## config.mk

```make
export PLATFORM = sky130hd
export DESIGN_NAME = mouse_frame_queue
export DESIGN_NICKNAME = d
export VERILOG_FILES = /design/src/rtl/mfq_pkg.sv /design/src/rtl/mfq_ring.sv /design/src/rtl/mfq_encoder.sv /design/src/rtl/mouse_frame_queue.sv
export SDC_FILE = /design/constraint.sdc
export NUM_CORES = 1
export LEC_CHECK = 0
export ABC_AREA = 1
export CAP_MARGIN = 0
export CELL_PAD_IN_SITES_DETAIL_PLACEMENT = 0
export CELL_PAD_IN_SITES_GLOBAL_PLACEMENT = 2
export CORE_MARGIN = 2
export CORE_UTILIZATION = 42
export DETAILED_ROUTE_END_ITERATION = 6
export GPL_ROUTABILITY_DRIVEN = 0
export PLACE_DENSITY = 0.81
export SKIP_CTS_REPAIR_TIMING = 1
export SLEW_MARGIN = 20
export SYNTH_ARGS = -nofsm -noshare
export SYNTH_HDL_FRONTEND = slang
export SYNTH_SLANG_ARGS = --single-unit
```

## constraint.sdc

```tcl
create_clock -name clk_i -period 2.8 [get_ports clk_i]
set_input_delay 0.56 -clock clk_i [delete_from_list [all_inputs] [get_ports clk_i]]
set_output_delay 0.56 -clock clk_i [all_outputs]
set_load 0.01 [all_outputs]
```

## src/rtl/mfq_pkg.sv

```systemverilog
package mfq_pkg;
  localparam int unsigned FRAME_LEN = 5;
  localparam logic [7:0]  START_IDLE = 8'h87;
  localparam logic [7:0]  SAT_POS    = 8'h7F;
  localparam logic [7:0]  SAT_NEG    = 8'h81;
  typedef logic [7:0] byte_t;
endpackage

```

## src/rtl/mfq_ring.sv

```systemverilog
module mfq_ring #(
  parameter int unsigned WIDTH = 8,
  parameter int unsigned DEPTH = 16,
  localparam int unsigned AW   = (DEPTH > 1) ? $clog2(DEPTH) : 1,
  localparam int unsigned CNTW = $clog2(DEPTH + 1)
) (
  input  logic             clk_i,
  input  logic             rst_ni,
  input  logic             push_i,
  input  logic [WIDTH-1:0] push_data_i,
  input  logic             pop_i,
  output logic [WIDTH-1:0] head_o,
  output logic [CNTW-1:0]  count_o
);
  logic [WIDTH-1:0] mem [DEPTH];
  logic [AW-1:0]    wptr, rptr;
  logic [CNTW-1:0]  count;
  logic             push_ok, pop_ok;

  assign push_ok = push_i && (count != CNTW'(DEPTH));
  assign pop_ok  = pop_i && (count != '0);

  function automatic logic [AW-1:0] bump(input logic [AW-1:0] p);
    return (p == AW'(DEPTH - 1)) ? '0 : p + 1'b1;
  endfunction

  always_ff @(posedge clk_i) begin
    if (push_ok) mem[wptr] <= push_data_i;
  end

  always_ff @(posedge clk_i or negedge rst_ni) begin
    if (!rst_ni) begin
      wptr  <= '0;
      rptr  <= '0;
      count <= '0;
    end else begin
      if (push_ok) wptr <= bump(wptr);
      if (pop_ok)  rptr <= bump(rptr);
      case ({push_ok, pop_ok})
        2'b10:   count <= count + 1'b1;
        2'b01:   count <= count - 1'b1;
        default: count <= count;
      endcase
    end
  end

  assign head_o  = (count != '0) ? mem[rptr] : '0;
  assign count_o = count;
endmodule

```

## src/rtl/mfq_encoder.sv

```systemverilog
module mfq_encoder
  import mfq_pkg::*;
#(
  parameter int unsigned MW = 10,
  localparam int unsigned EW = 3 + 2 * MW
) (
  input  logic          clk_i,
  input  logic          rst_ni,
  input  logic          evt_avail_i,
  input  logic [EW-1:0] evt_i,
  output logic          evt_take_o,
  output logic          push_o,
  output byte_t         push_data_o,
  output logic [2:0]    idx_o
);
  localparam logic signed [MW:0] LIM_HI = (MW + 1)'(127);
  localparam logic signed [MW:0] LIM_LO = -LIM_HI;

  logic [2:0]          btn;
  logic signed [MW:0]  dx_ext, dy_neg;
  byte_t               start_b, dx_b, dy_b;
  byte_t               r_start, r_dx, r_dy;
  logic                busy;
  logic [2:0]          idx;

  function automatic byte_t sat8(input logic signed [MW:0] v);
    if (v > LIM_HI)      return SAT_POS;
    else if (v < LIM_LO) return SAT_NEG;
    else                 return v[7:0];
  endfunction

  assign btn     = evt_i[EW-1 -: 3];
  assign dx_ext  = $signed({evt_i[2*MW-1], evt_i[2*MW-1 -: MW]});
  assign dy_neg  = '0 - $signed({evt_i[MW-1], evt_i[MW-1:0]});
  // buttons are active low in the start byte: left->bit2, mid->bit1, right->bit0
  assign start_b = START_IDLE ^ {5'b0, btn};
  assign dx_b    = sat8(dx_ext);
  assign dy_b    = sat8(dy_neg);

  assign evt_take_o = !busy && evt_avail_i;

  always_ff @(posedge clk_i or negedge rst_ni) begin
    if (!rst_ni) begin
      busy    <= 1'b0;
      idx     <= '0;
      r_start <= '0;
      r_dx    <= '0;
      r_dy    <= '0;
    end else if (evt_take_o) begin
      busy    <= 1'b1;
      idx     <= '0;
      r_start <= start_b;
      r_dx    <= dx_b;
      r_dy    <= dy_b;
    end else if (busy) begin
      if (idx == 3'(FRAME_LEN - 1)) begin
        busy <= 1'b0;
        idx  <= '0;
      end else begin
        idx <= idx + 1'b1;
      end
    end
  end

  always_comb begin
    case (idx)
      3'd0:    push_data_o = r_start;
      3'd1:    push_data_o = r_dx;
      3'd2:    push_data_o = r_dy;
      default: push_data_o = '0;
    endcase
  end

  assign push_o = busy;
  assign idx_o  = idx;
endmodule

```

## src/rtl/mouse_frame_queue.sv

```systemverilog
module mouse_frame_queue
  import mfq_pkg::*;
#(
  parameter int unsigned MW        = 10,
  parameter int unsigned DEPTH     = 16,
  parameter int unsigned EVT_DEPTH = 4,
  localparam int unsigned EW   = 3 + 2 * MW,
  localparam int unsigned QCW  = $clog2(DEPTH + 1),
  localparam int unsigned ECW  = $clog2(EVT_DEPTH + 1)
) (
  input  logic                 clk_i,
  input  logic                 rst_ni,
  input  logic                 evt_valid_i,
  input  logic signed [MW-1:0] evt_dx_i,
  input  logic signed [MW-1:0] evt_dy_i,
  input  logic                 btn_left_i,
  input  logic                 btn_mid_i,
  input  logic                 btn_right_i,
  input  logic                 pop_i,
  output logic [7:0]           rd_data_o,
  output logic                 rd_avail_o
);
  logic [EW-1:0]  evt_in, evt_head;
  logic [ECW-1:0] evt_count;
  logic           evt_take;
  logic           q_push;
  byte_t          q_push_data;
  logic [2:0]     enc_idx;
  logic [QCW-1:0] q_count;

  assign evt_in = {btn_left_i, btn_mid_i, btn_right_i, evt_dx_i, evt_dy_i};

  mfq_ring #(.WIDTH(EW), .DEPTH(EVT_DEPTH)) u_evt_hold (
    .clk_i       (clk_i),
    .rst_ni      (rst_ni),
    .push_i      (evt_valid_i),
    .push_data_i (evt_in),
    .pop_i       (evt_take),
    .head_o      (evt_head),
    .count_o     (evt_count)
  );

  mfq_encoder #(.MW(MW)) u_enc (
    .clk_i       (clk_i),
    .rst_ni      (rst_ni),
    .evt_avail_i (evt_count != '0),
    .evt_i       (evt_head),
    .evt_take_o  (evt_take),
    .push_o      (q_push),
    .push_data_o (q_push_data),
    .idx_o       (enc_idx)
  );

  mfq_ring #(.WIDTH(8), .DEPTH(DEPTH)) u_byte_q (
    .clk_i       (clk_i),
    .rst_ni      (rst_ni),
    .push_i      (q_push),
    .push_data_i (q_push_data),
    .pop_i       (pop_i),
    .head_o      (rd_data_o),
    .count_o     (q_count)
  );

  assign rd_avail_o = (q_count != '0);
endmodule

```

==> impl_metrics.tcl <==
set metrics [dict create \
    run_status "finished clean" \
    critPathSlowestCell "sky130_fd_sc_hd__dfrtp_2" \
    synth-simple-area-share_pct 15.02 \
    drt_first_iter_violations 495 \
    synth.cells.most_frequent "sky130_fd_sc_hd__nand2_1, sky130_fd_sc_hd__edfxtp_1, sky130_fd_sc_hd__nor2_1" \
    num_antenna_cells 0 \
    synth.avg_cell_area_um2 11.33 \
    path_delay_family "buffers and inverters" \
    post-route-cell-area_mm2 0.01366 \
    cell_count_after_synthesis 1019 \
    start_util_pct 42.83 \
    detail_route.drc_violations 0 \
    timing_max_transition_violations_final 0 \
    final_hold_viol_count 0 \
    async_flop_share_pct 16.67 \
    period_minus_slack_ps 2754 \
    cts_num_sinks 264 \
    sequential_cell_area_in_the_final_layout_mm2 0.007709 \
    clock_latency_ps 550 \
    finalSetupTns_ps 0 \
    cts_tree "yes" \
    timing.critical_path.fanout_max 16 \
    area.growth.synth_to_final_pct 18.36 \
    floorplan.die.width_um 169.8 \
    crit_path_cells "buf_12, buf_6, nand2_1, a21oi_1, nor3_1, a211oi_1, dlymetal6s2s_1" \
    whs_ps 19.35 \
    p_leak_nw 5.381 \
    numPortBuffers 35 \
    synthDominantAreaCellType "sky130_fd_sc_hd__edfxtp_1" \
    maxCapViolCount 0 \
    wl_met3_um 1252 \
    nNetsFinal 1157 \
    synth_top_cell_area_share_pct 57.23 \
    worst_hold_path_type "in2async" \
    cellPowerDensity_mw_per_mm2 1236 \
    transition_time_at_the_pin_with_the_least_slew_margin_ps 900.0 \
    cts_max_level 1 \
    placement.cell_area_mm2 0.01250 \
    max-vdd-ir-drop_uv 509.1 \
    synth-seq-cells 264 \
    synth_cell_types 42 \
    cp.arrival_ps 2190 \
    syn_std_cell_area_mm2 0.01154 \
    via_count 7457 \
    floorplan.core_area_mm2 0.02695 \
    synth-main-ff-cell "sky130_fd_sc_hd__edfxtp_1" \
    synth.yosys.warnings 0 \
    maxSlewHeadroom_pct 39.78 \
    required_ps 2240 \
    met1_length_um 11580 \
    fraction_of_final_layout_cells_sized_beyond_drive_strength_1_pct 14.69 \
    xor_xnor_share_of_the_synthesized_area_pct 0.6070 \
    synth-edff-count 220 \
    skew_ps 12.67 \
    multi_input_area_mm2 0.003373 \
    fin_util_pct 50.70 \
    routedWlPerCell_um 17.96 \
    detailedRoute.firstPassIterationCount 4 \
    maxClockFrequency_mhz 363.1 \
    post_drt_via_cell_ratio 5.069 \
    grt_max_degree 66 \
    die_area_mm2 0.02883 \
    total_clock_buffers_created_by_cts 29 \
    dp_hpwl_um 16550 \
    timing.critical_path.from_type "flop" \
    compound_gate_fraction_of_synth_area_pct 8.920 \
    cts.clk_slew.worst_paths_ps 60 \
    seq_area_frac_synth_pct 66.77 \
    timing.final.crit_share_pct 98.36 \
    antenna_found_initial 0 \
    worstSetupEndpointType "primary output" \
    setup_violations 0 \
    globalRouteOverflowTotal 0 \
    grt.total_usage_pct 17.78 \
    yosysMostFrequentCell "sky130_fd_sc_hd__nand2_1" \
    final_antenna_net_count 0 \
    wire_length_of_the_first_global_routing_pass_um 39500 \
    synth.area.top_cells "sky130_fd_sc_hd__edfxtp_1, sky130_fd_sc_hd__dfrtp_1, sky130_fd_sc_hd__nand2_1, sky130_fd_sc_hd__nor2_1, sky130_fd_sc_hd__o21ai_0" \
    finalPower_mw 16.89 \
    syn-num-nets 1069 \
    maxUsedRoutingLayer "met4" \
    clk_path_buf_depth 3 \
    nFillCells 2350 \
    combinational_family_with_the_most_area_after_synthesis "simple AND/OR/NAND/NOR gates" \
    ctsRootBufferMaster "sky130_fd_sc_hd__clkbuf_16" \
    share_of_synthesized_cell_area_in_full_adder_half_adder_and_majority_cells_pct 2.623 \
    grt_setup_unrepaired "yes" \
    met2_length_um 13070 \
    boundaryPins 36 \
    first_global_vias 7144 \
    fp-row-count 60 \
    wirelength_um 26420 \
    chipHeight_um 169.8 \
    cp_num_buf_inv 3 \
    setup.worst_path.class "reg2out" \
    critical-path-max-stage-delay_ps 450 \
    synth.area.mux_share_pct 1.387 \
]
## registers in the layout, summed over array words and instances, names as in the netlist
register and flops:
u_enc.r_start 4, u_evt_hold.count_o 3, u_byte_q.rptr 4, u_enc.idx_o 3, u_byte_q.wptr 4, u_enc.r_dy 8
u_evt_hold.mem 92, u_evt_hold.rptr 2, u_byte_q.mem 128, u_enc.push_o 1, u_byte_q.count_o 5, u_evt_hold.wptr 2
u_enc.r_dx 8
## through the flow
step	instances	setup slack, ps
4_1_cts	1456	-487.5
2_1_floorplan	1019	416.0
5_1_grt	1471	-36.10
6_report	1471	45.90
3_5_place_dp	1402	102.7
3_3_place_gp	1402	110.4
## worst paths after layout
check,slack [ps],depth (start not counted),startpoint,to
worst min register to register,480,1,u_enc.r_start[7],u_enc.r_start[7]
worst max-delay path,50,7,u_byte_q.rptr[0],rd_data_o[7]
max in group asynchronous,2090,2,rst_ni,u_evt_hold.wptr[1]
worst min-delay path,20,1,rst_ni,u_byte_q.count_o[3]
min in group clk_i,480,1,u_enc.r_start[7],u_enc.r_start[7]
worst max register to register,260,13,u_byte_q.count_o[1],u_byte_q.count_o[4]
## report_power, final
group          switching [mW]  leakage, nW  internal [mW]
sequential              0.385         2.53           5.67
combinational            4.78         2.43           2.59
clock                    1.48        0.424           1.99
total                    6.64         5.38           10.2
## layer usage
| metal | GRT usage (%) | vias up |
|---|---|---|
| met2 | 30.90 | 158 |
| met3 | 2.542 | 41 |
| met1 | 23.66 | 3545 |
| met5 | 0 | - |
| met4 | 4.274 | 0 |
| li1 | - | 3713 |
## logic make-up after synthesis
| family | Yosys count |
|---|---|
| buffers and inverters | 127 |
| DFF | 264 |
| xor gates and xnor gates | 8 |
| muxes | 16 |
| and+or+nand+nor | 405 |
| AOI/OAI and AO/OA | 176 |
| adders and majority gates | 23 |
## layout make-up
| class | count | share of cell area (%) |
|---|---|---|
| Clock buffer | 36 | 5.504 |
| Clock inverter | 18 | 0.8700 |
| Inverter | 88 | 2.509 |
| Multi-Input combinational cell | 628 | 24.69 |
| Sequential cell | 264 | 56.42 |
| Tap cell | 341 | 3.123 |
| Timing Repair Buffer | 95 | 6.850 |
| Timing Repair inverter | 1 | 0.03663 |
## layout by cell type, fill, tap and decap left out, drive strengths merged, types with 2 or more instances in the layout
master and count:
fa 2, nand3 36, clkbuf 40, xor2 5
a21oi 40, xnor2 3, or2 2, clkinv 18
buf 60, nor2 109, nand4 3, ha 21
dlymetal6s2s 5, o21ai 77, inv 83, mux2i 16
a22oi 6, clkinvlp 5, nand2 243, clkdlybuf4s50 26
nor3 9, edfxtp 220, a32o 3, o221ai 11
o22ai 22, a211oi 9, o211ai 5, dfrtp 44
(Power assumes the default switching activity.)
